`config.mk`:
```
export PLATFORM = sky130hd
export DESIGN_NAME = chain_diag_reader
export DESIGN_NICKNAME = d
export VERILOG_FILES = /design/src/rtl/chain_diag_pkg.sv /design/src/rtl/chain_spi_rx.sv /design/src/rtl/chain_byte_store.sv /design/src/rtl/chain_dev_diag.sv /design/src/rtl/chain_diag_reader.sv
export SDC_FILE = /design/constraint.sdc
export NUM_CORES = 1
export LEC_CHECK = 0
export BUFFER_PORTS_ARGS = -buffer_cell sky130_fd_sc_hd__buf_2
export CORE_MARGIN = 2
export CORE_UTILIZATION = 30
export CTS_CLUSTER_DIAMETER = 100
export DETAILED_ROUTE_END_ITERATION = 16
export PLACE_DENSITY = 0.54
export REMOVE_ABC_BUFFERS = 1
export SLEW_MARGIN = 0
export SYNTH_ARGS = -nofsm -noshare
export SYNTH_HDL_FRONTEND = slang
export SYNTH_SLANG_ARGS = --single-unit
```
`constraint.sdc`:
```
create_clock -name clk -period 5.35 [get_ports clk]
set_input_delay 0.535 -clock clk [delete_from_list [all_inputs] [get_ports clk]]
set_output_delay 0.535 -clock clk [all_outputs]
set_load 0.01 [all_outputs]
```
`src/rtl/chain_diag_pkg.sv`:
```
package chain_diag_pkg;

  localparam logic [7:0] CHK_POLY = 8'hA8;

  // MSB-first CRC with zero seed over one data byte; returns the upper five bits
  function automatic logic [4:0] chk_code(input logic [7:0] data);
    logic [7:0] r;
    r = data;
    for (int i = 0; i < 8; i++) begin
      if (r[7]) r = {r[6:0], 1'b0} ^ CHK_POLY;
      else      r = {r[6:0], 1'b0};
    end
    return r[7:3];
  endfunction

  // number of serial bits in one burst for a chain of ndev devices
  function automatic int unsigned frame_bits(input int unsigned ndev, input logic stat_mode);
    return stat_mode ? 16 * ndev : 8 * ndev;
  endfunction

endpackage

```
`src/rtl/chain_spi_rx.sv`:
```
module chain_spi_rx #(
  parameter int N_DEV   = 4,
  parameter int CLK_DIV = 2,
  parameter int BIT_W   = $clog2(16 * N_DEV + 1),
  parameter int IDX_W   = BIT_W - 3
) (
  input  logic             clk,
  input  logic             rst_n,
  input  logic             start_i,
  input  logic             stat_mode_i,
  input  logic             miso_i,
  output logic             sclk_o,
  output logic             cs_n_o,
  output logic             busy_o,
  output logic             accept_o,
  output logic             byte_stb_o,
  output logic [IDX_W-1:0] byte_idx_o,
  output logic [7:0]       byte_data_o,
  output logic             burst_end_o
);
  import chain_diag_pkg::*;

  localparam int DIV_W = (CLK_DIV > 1) ? $clog2(CLK_DIV) : 1;
  localparam logic [DIV_W-1:0] DIV_LAST  = DIV_W'(CLK_DIV - 1);
  localparam logic [BIT_W-1:0] BITS_DATA = BIT_W'(frame_bits(N_DEV, 1'b0));
  localparam logic [BIT_W-1:0] BITS_STAT = BIT_W'(frame_bits(N_DEV, 1'b1));

  logic             busy_q;
  logic             sclk_q;
  logic [DIV_W-1:0] div_q;
  logic [BIT_W-1:0] bit_q;
  logic [BIT_W-1:0] total_q;
  logic [7:0]       shreg_q;

  // named internal events
  logic       half_tick;
  logic       rise_ev;
  logic       fall_ev;
  logic       last_fall;
  logic       byte_full;
  logic [7:0] shreg_nx;

  assign accept_o  = start_i && !busy_q;
  assign half_tick = busy_q && (div_q == DIV_LAST);
  assign rise_ev   = half_tick && !sclk_q;
  assign fall_ev   = half_tick && sclk_q;
  assign last_fall = fall_ev && (bit_q == total_q);
  assign byte_full = rise_ev && (bit_q[2:0] == 3'd7);
  assign shreg_nx  = {shreg_q[6:0], miso_i};

  always_ff @(posedge clk or negedge rst_n) begin
    if (!rst_n) begin
      busy_q      <= 1'b0;
      sclk_q      <= 1'b0;
      div_q       <= '0;
      bit_q       <= '0;
      total_q     <= '0;
      shreg_q     <= '0;
      byte_stb_o  <= 1'b0;
      byte_idx_o  <= '0;
      byte_data_o <= '0;
      burst_end_o <= 1'b0;
    end else begin
      byte_stb_o  <= 1'b0;
      burst_end_o <= 1'b0;
      if (accept_o) begin
        busy_q  <= 1'b1;
        sclk_q  <= 1'b0;
        div_q   <= '0;
        bit_q   <= '0;
        total_q <= stat_mode_i ? BITS_STAT : BITS_DATA;
      end else if (busy_q) begin
        if (half_tick) div_q <= '0;
        else           div_q <= div_q + 1'b1;
        if (rise_ev) begin
          sclk_q  <= 1'b1;
          shreg_q <= shreg_nx;
          bit_q   <= bit_q + 1'b1;
          if (byte_full) begin
            byte_stb_o  <= 1'b1;
            byte_idx_o  <= bit_q[BIT_W-1:3];
            byte_data_o <= shreg_nx;
          end
        end else if (fall_ev) begin
          sclk_q <= 1'b0;
          if (last_fall) begin
            busy_q      <= 1'b0;
            burst_end_o <= 1'b1;
          end
        end
      end
    end
  end

  assign sclk_o = sclk_q;
  assign cs_n_o = !busy_q;
  assign busy_o = busy_q;

  AST_SCLK_IDLE_LOW: assert property (@(posedge clk) disable iff (!rst_n)
    cs_n_o |-> !sclk_o);
  AST_BYTE_IN_FRAME: assert property (@(posedge clk) disable iff (!rst_n)
    byte_stb_o |-> ({byte_idx_o, 3'b000} < total_q));
  AST_START_WHILE_BUSY: assert property (@(posedge clk) disable iff (!rst_n)
    (busy_q && start_i && !last_fall) |=> ($stable(total_q) && busy_q));
  AST_END_SINGLE: assert property (@(posedge clk) disable iff (!rst_n)
    burst_end_o |=> !burst_end_o);

endmodule

```
`src/rtl/chain_byte_store.sv`:
```
module chain_byte_store #(
  parameter int N_BYTES = 8,
  parameter int IDX_W   = 3
) (
  input  logic                 clk,
  input  logic                 rst_n,
  input  logic                 wr_i,
  input  logic [IDX_W-1:0]     idx_i,
  input  logic [7:0]           data_i,
  output logic [8*N_BYTES-1:0] bytes_o
);
  for (genvar b = 0; b < N_BYTES; b++) begin : g_slot
    logic hit;
    assign hit = wr_i && (idx_i == IDX_W'(b));
    always_ff @(posedge clk or negedge rst_n) begin
      if (!rst_n)   bytes_o[8*b +: 8] <= '0;
      else if (hit) bytes_o[8*b +: 8] <= data_i;
    end
  end
endmodule

```
`src/rtl/chain_dev_diag.sv`:
```
module chain_dev_diag (
  input  logic [7:0] data_i,
  input  logic [7:0] stat_i,
  input  logic       stat_mode_i,
  input  logic       pwr24_i,
  input  logic       fault_pin_i,
  output logic       crc_err_o,
  output logic       overtemp_o,
  output logic       uv_alarm_o,
  output logic       uv_warn_o,
  output logic       fault_o,
  output logic       failing_o
);
  import chain_diag_pkg::*;

  logic [4:0] code_calc;
  logic       code_mis;

  assign code_calc  = chk_code(data_i);
  assign code_mis   = (stat_i[7:3] != code_calc);
  assign crc_err_o  = stat_mode_i && code_mis;
  assign overtemp_o = stat_mode_i && stat_i[1];
  assign uv_alarm_o = stat_mode_i && pwr24_i && !stat_i[2];
  assign uv_warn_o  = stat_mode_i && pwr24_i && !stat_i[0];
  assign fault_o    = pwr24_i && fault_pin_i;
  assign failing_o  = fault_o || crc_err_o || overtemp_o || uv_alarm_o;
endmodule

```
`src/rtl/chain_diag_reader.sv`:
```
module chain_diag_reader #(
  parameter int N_DEV   = 4,
  parameter int CLK_DIV = 2
) (
  input  logic               clk,
  input  logic               rst_n,
  input  logic               start_i,
  input  logic               status_mode_i,
  input  logic               pwr24_i,
  input  logic [N_DEV-1:0]   fault_pin_i,
  output logic               spi_sclk_o,
  output logic               spi_cs_n_o,
  input  logic               spi_miso_i,
  output logic               busy_o,
  output logic               done_o,
  output logic [8*N_DEV-1:0] in_bytes_o,
  output logic [N_DEV-1:0]   crc_err_o,
  output logic [N_DEV-1:0]   overtemp_o,
  output logic [N_DEV-1:0]   uv_alarm_o,
  output logic [N_DEV-1:0]   uv_warn_o,
  output logic [N_DEV-1:0]   fault_o,
  output logic [N_DEV-1:0]   valid_o
);
  localparam int N_BYTES = 2 * N_DEV;
  localparam int BIT_W   = $clog2(16 * N_DEV + 1);
  localparam int IDX_W   = BIT_W - 3;

  logic               accept;
  logic               byte_stb;
  logic [IDX_W-1:0]   byte_idx;
  logic [7:0]         byte_data;
  logic               burst_end;
  logic [8*N_BYTES-1:0] raw_bytes;
  logic               mode_q;
  logic               pwr_q;

  logic [8*N_DEV-1:0] dev_data;
  logic [N_DEV-1:0]   c_crc, c_ot, c_uva, c_uvw, c_flt, c_fail;

  chain_spi_rx #(.N_DEV(N_DEV), .CLK_DIV(CLK_DIV), .BIT_W(BIT_W), .IDX_W(IDX_W)) u_rx (
    .clk         (clk),
    .rst_n       (rst_n),
    .start_i     (start_i),
    .stat_mode_i (status_mode_i),
    .miso_i      (spi_miso_i),
    .sclk_o      (spi_sclk_o),
    .cs_n_o      (spi_cs_n_o),
    .busy_o      (busy_o),
    .accept_o    (accept),
    .byte_stb_o  (byte_stb),
    .byte_idx_o  (byte_idx),
    .byte_data_o (byte_data),
    .burst_end_o (burst_end)
  );

  chain_byte_store #(.N_BYTES(N_BYTES), .IDX_W(IDX_W)) u_store (
    .clk     (clk),
    .rst_n   (rst_n),
    .wr_i    (byte_stb),
    .idx_i   (byte_idx),
    .data_i  (byte_data),
    .bytes_o (raw_bytes)
  );

  // mode and supply flag are frozen for the burst that was accepted
  always_ff @(posedge clk or negedge rst_n) begin
    if (!rst_n) begin
      mode_q <= 1'b0;
      pwr_q  <= 1'b0;
    end else if (accept) begin
      mode_q <= status_mode_i;
      pwr_q  <= pwr24_i;
    end
  end

  for (genvar d = 0; d < N_DEV; d++) begin : g_dev
    logic [7:0] d_byte;
    logic [7:0] s_byte;
    assign d_byte = mode_q ? raw_bytes[16*d +: 8]     : raw_bytes[8*d +: 8];
    assign s_byte = mode_q ? raw_bytes[16*d + 8 +: 8] : 8'h00;
    assign dev_data[8*d +: 8] = d_byte;

    chain_dev_diag u_diag (
      .data_i      (d_byte),
      .stat_i      (s_byte),
      .stat_mode_i (mode_q),
      .pwr24_i     (pwr_q),
      .fault_pin_i (fault_pin_i[d]),
      .crc_err_o   (c_crc[d]),
      .overtemp_o  (c_ot[d]),
      .uv_alarm_o  (c_uva[d]),
      .uv_warn_o   (c_uvw[d]),
      .fault_o     (c_flt[d]),
      .failing_o   (c_fail[d])
    );
  end

  always_ff @(posedge clk or negedge rst_n) begin
    if (!rst_n) begin
      done_o     <= 1'b0;
      in_bytes_o <= '0;
      crc_err_o  <= '0;
      overtemp_o <= '0;
      uv_alarm_o <= '0;
      uv_warn_o  <= '0;
      fault_o    <= '0;
      valid_o    <= '0;
    end else begin
      done_o <= burst_end;
      if (burst_end) begin
        in_bytes_o <= dev_data;
        crc_err_o  <= c_crc;
        overtemp_o <= c_ot;
        uv_alarm_o <= c_uva;
        uv_warn_o  <= c_uvw;
        fault_o    <= c_flt;
        valid_o    <= ~c_fail;
      end
    end
  end

  AST_DATAONLY_CLEAR: assert property (@(posedge clk) disable iff (!rst_n)
    (done_o && !$past(mode_q)) |->
      (crc_err_o == '0 && overtemp_o == '0 && uv_alarm_o == '0 && uv_warn_o == '0));
  AST_NO_SUPPLY_GATE: assert property (@(posedge clk) disable iff (!rst_n)
    (done_o && !$past(pwr_q)) |-> (uv_alarm_o == '0 && uv_warn_o == '0 && fault_o == '0));
  AST_OUT_HOLD: assert property (@(posedge clk) disable iff (!rst_n)
    !done_o |-> ($stable(in_bytes_o) && $stable(valid_o) && $stable(crc_err_o)));
  AST_INVALID_HAS_CAUSE: assert property (@(posedge clk) disable iff (!rst_n)
    done_o |-> ((~valid_o & ~(fault_o | crc_err_o | overtemp_o | uv_alarm_o)) == '0));

endmodule

```
==> results.yml <==
synthesis:
  ys_ff_latch: 155
  synth_cell_type_count: 46
  async_flop_share_pct: 100.0
  seq_area_frac_synth_pct: 49.94
  syn_area_um2: 7767
  synthFlopType: "dfrtp_1"
  synth_edf_count: 0
  syn_avg_cell_area_um2: 11.47
  yosysWarningCount: 0
  synthesis.instances: 677
layout:
  mostFrequentLayoutCell: "dfrtp_1"
  fin_util_pct: 35.57
  most-common-layout-cells: "153 x dfrtp_1, 98 x mux2_2, 68 x buf_2, 52 x nand2_1, 49 x nor2_1"
  fill_cells: 2533
  area_delta_synth_final_pct: 15.98
  final_nets: 746
  drive_gt1_share_pct: 28.69
  diodes: 0
global_routing:
  overflow: 0
  antenna_found_initial: 0
  grt_max_degree: 56
  grt_usage_pct: 14.32
  grt_util_met2_pct: 21.72
  grt_use_met3_pct: 3.440
  grt_pass1_wl_um: 29660
  grt_pass1_vias: 5102
  use_met1_pct: 20.67
  busiest_layer: "met2"
setup_path:
  worstSetupEndpointType: "flop"
  cpPeakStageDelay_ns: 0.85
  cp_num_buf_inv: 1
  crit_family: "flip-flops"
  crit_path_top_delay_cell: "dfrtp_2"
  worstPathMaxFanout: 41
  worst-endpoint-arrival_ns: 3.15
  start_kind: "flop"
  critical_path_class: "flop to flop"
  path_cells: "buf_4 > mux2_2 > xnor2_1 > a221oi_2 > xnor2_1 > and3_1 > a21o_1"
  cpMostUsedCell: "xnor2_1"
  worstPathRequired_ns: 5.66
clocking:
  ctsResizeCount: 0
  clock_latency_ns: 0.43
  cts_buffer_depth: 2
  h-tree-depth: 4
  cts_buffers: 17
  cts_hold_buf: 0
  cts_tree: "built"
  cts_sinks: 155
  clk_pin_slew_ns: 0.06
  cts_root_buf: "clkbuf_16"
  post_cts_buffers: 0
route:
  firstDrtPassIters: 4
  drt-total-wl_um: 18260
  wl_per_cell_um: 16.97
  drcViolationCount: 0
  vias_per_cell: 4.672
  drt_iter0_drc: 354
  vias: 5027
  ant_nets: 0
status:
  run_status: "completed"
placement:
  port_buffers: 69
  gp_congestion: 0.7570
  dpl.hpwl_um: 12420
  place_ws_ns: 2.517
die:
  dieArea_um2: 27200
  die_h_um: 164.9
  start_util_pct: 30.67
  fp-row-count: 58
  die_x_um: 164.9
  ios: 70
  core-area_um2: 25330
sta:
  max_slew_margin_pct: 40.62
  period_needed_ns: 2.840
  fmax_mhz: 352.2
  fin_tns_setup_ns: 0
  layout_setup_ws_ns: 2.510
  clock_skew_ns: 0.01128
  grt_setup_unrepaired: "false"
  finalSetupViolations: 0
  timing.final.hold_violations: 0
  slew_viol_final: 0
  worst_pin_slew_ns: 0.8874
  post-route-period-util_pct: 53.08
power:
  cellPowerDensity_nw_per_um2: 459.0
  p_leak_uw: 0.004378
  peakVddDrop_mv: 0.2632
worst_hold_path:
  hp-class: "input pin to asynchronous set/reset pin"
run:
  drv_cap: 0
## power breakdown
group | switching, uW | internal (uW)
clock | 501 | 719
sequential | 378 | 1440
combinational | 572 | 526
total | 1450 | 2680
## Yosys cell counts (2+ instances only)
cell type | instances | area [um2]
mux2_2 | 98 | 1104
xnor2_1 | 43 | 376.6
nand2b_1 | 9 | 56.30
inv_1 | 13 | 48.80
nand3b_1 | 3 | 22.52
o22ai_1 | 3 | 18.77
o221ai_1 | 2 | 17.52
xnor2_2 | 2 | 32.53
nand4_1 | 5 | 31.28
a21o_1 | 3 | 22.52
a21oi_1 | 35 | 175.2
o211ai_1 | 2 | 15.01
mux2i_1 | 39 | 390.4
nand2_1 | 52 | 195.2
a32oi_1 | 2 | 17.52
and2_1 | 4 | 25.02
o21a_1 | 3 | 22.52
or4_1 | 2 | 15.01
nor2b_1 | 4 | 25.02
xor2_1 | 33 | 289.0
nor3b_2 | 2 | 25.02
nor2_1 | 49 | 183.9
nor3_1 | 9 | 45.04
xnor3_1 | 9 | 202.7
buf_1 | 4 | 15.01
clkbuf_1 | 20 | 75.07
buf_2 | 11 | 55.05
ha_1 | 3 | 37.54
and3_1 | 2 | 12.51
nand3_1 | 20 | 100.1
or2_2 | 2 | 12.51
o21ai_0 | 21 | 105.1
dfrtp_1 | 155 | 3879
## registers in the layout, summed over array words and instances (netlist names), 2 cells and up
register and cells:
u_rx.bit_q 7, uv_warn_o 4, uv_alarm_o 4, u_rx.total_q 2
crc_err_o 4, u_rx.shreg_q 7, in_bytes_o 32, u_rx.byte_idx_o 4
u_store.bytes_o 64, u_rx.byte_data_o 8, valid_o 4, overtemp_o 4
fault_o 4
## layout make-up
type                            count  area [um2]  share of cell area (%)
Clock buffer                       21       460.4                   5.111
Inverter                           14       52.55                  0.5833
Tap cell                          330       412.9                   4.583
Multi-Input combinational cell    472        3684                   40.89
Timing Repair Buffer               73       381.6                   4.236
Sequential cell                   155        3884                   43.11
Clock inverter                     11       133.9                   1.486
## cell families (layout without fill, tap and decap cells)
family,after synthesis,after routing,share of synthesized area [%]
AOI/OAI and AO/OA,80,80,6.169
xor gates and xnor gates,87,87,11.60
buffers and inverters,50,119,2.642
and+or+nand+nor,164,164,9.745
muxes,138,138,19.43
DFF,155,155,49.94
adders and majority gates,3,3,0.4833
## path summary, 6_finish.rpt
check,endpoint,startpoint,cells past startpoint,slack [ns]
worst min-delay path,in_bytes_o[6],rst_n,1,0.06
min in group clk,pwr_q,pwr24_i,3,0.31
worst max register to register,valid_o[3],u_rx.total_q[6],7,2.51
worst max-delay path,valid_o[3],u_rx.total_q[6],7,2.51
worst min register to register,u_rx.shreg_q[6],u_rx.shreg_q[6],2,0.47
max in group asynchronous,overtemp_o[3],rst_n,2,4.15
## through the flow
stage               cell area [um2]  instances  power (uW)  hold WS (ns)
floorplan                      7615        641        2498        0.2394
global route                   9009       1076        4413        0.1036
CTS                            9009       1076        4198       0.07273
finish                         9009       1076        4135       0.06027
global placement               8414       1044        2944        0.4589
detailed placement             8414       1044        2960        0.4627
## layer usage
metal | wire length, um | vias to the layer above
met5 | 0 | -
met4 | 59 | 0
met3 | 734 | 4
met2 | 8227 | 91
met1 | 9235 | 2478
li1 | - | 2454
(Power assumes the default switching activity.)
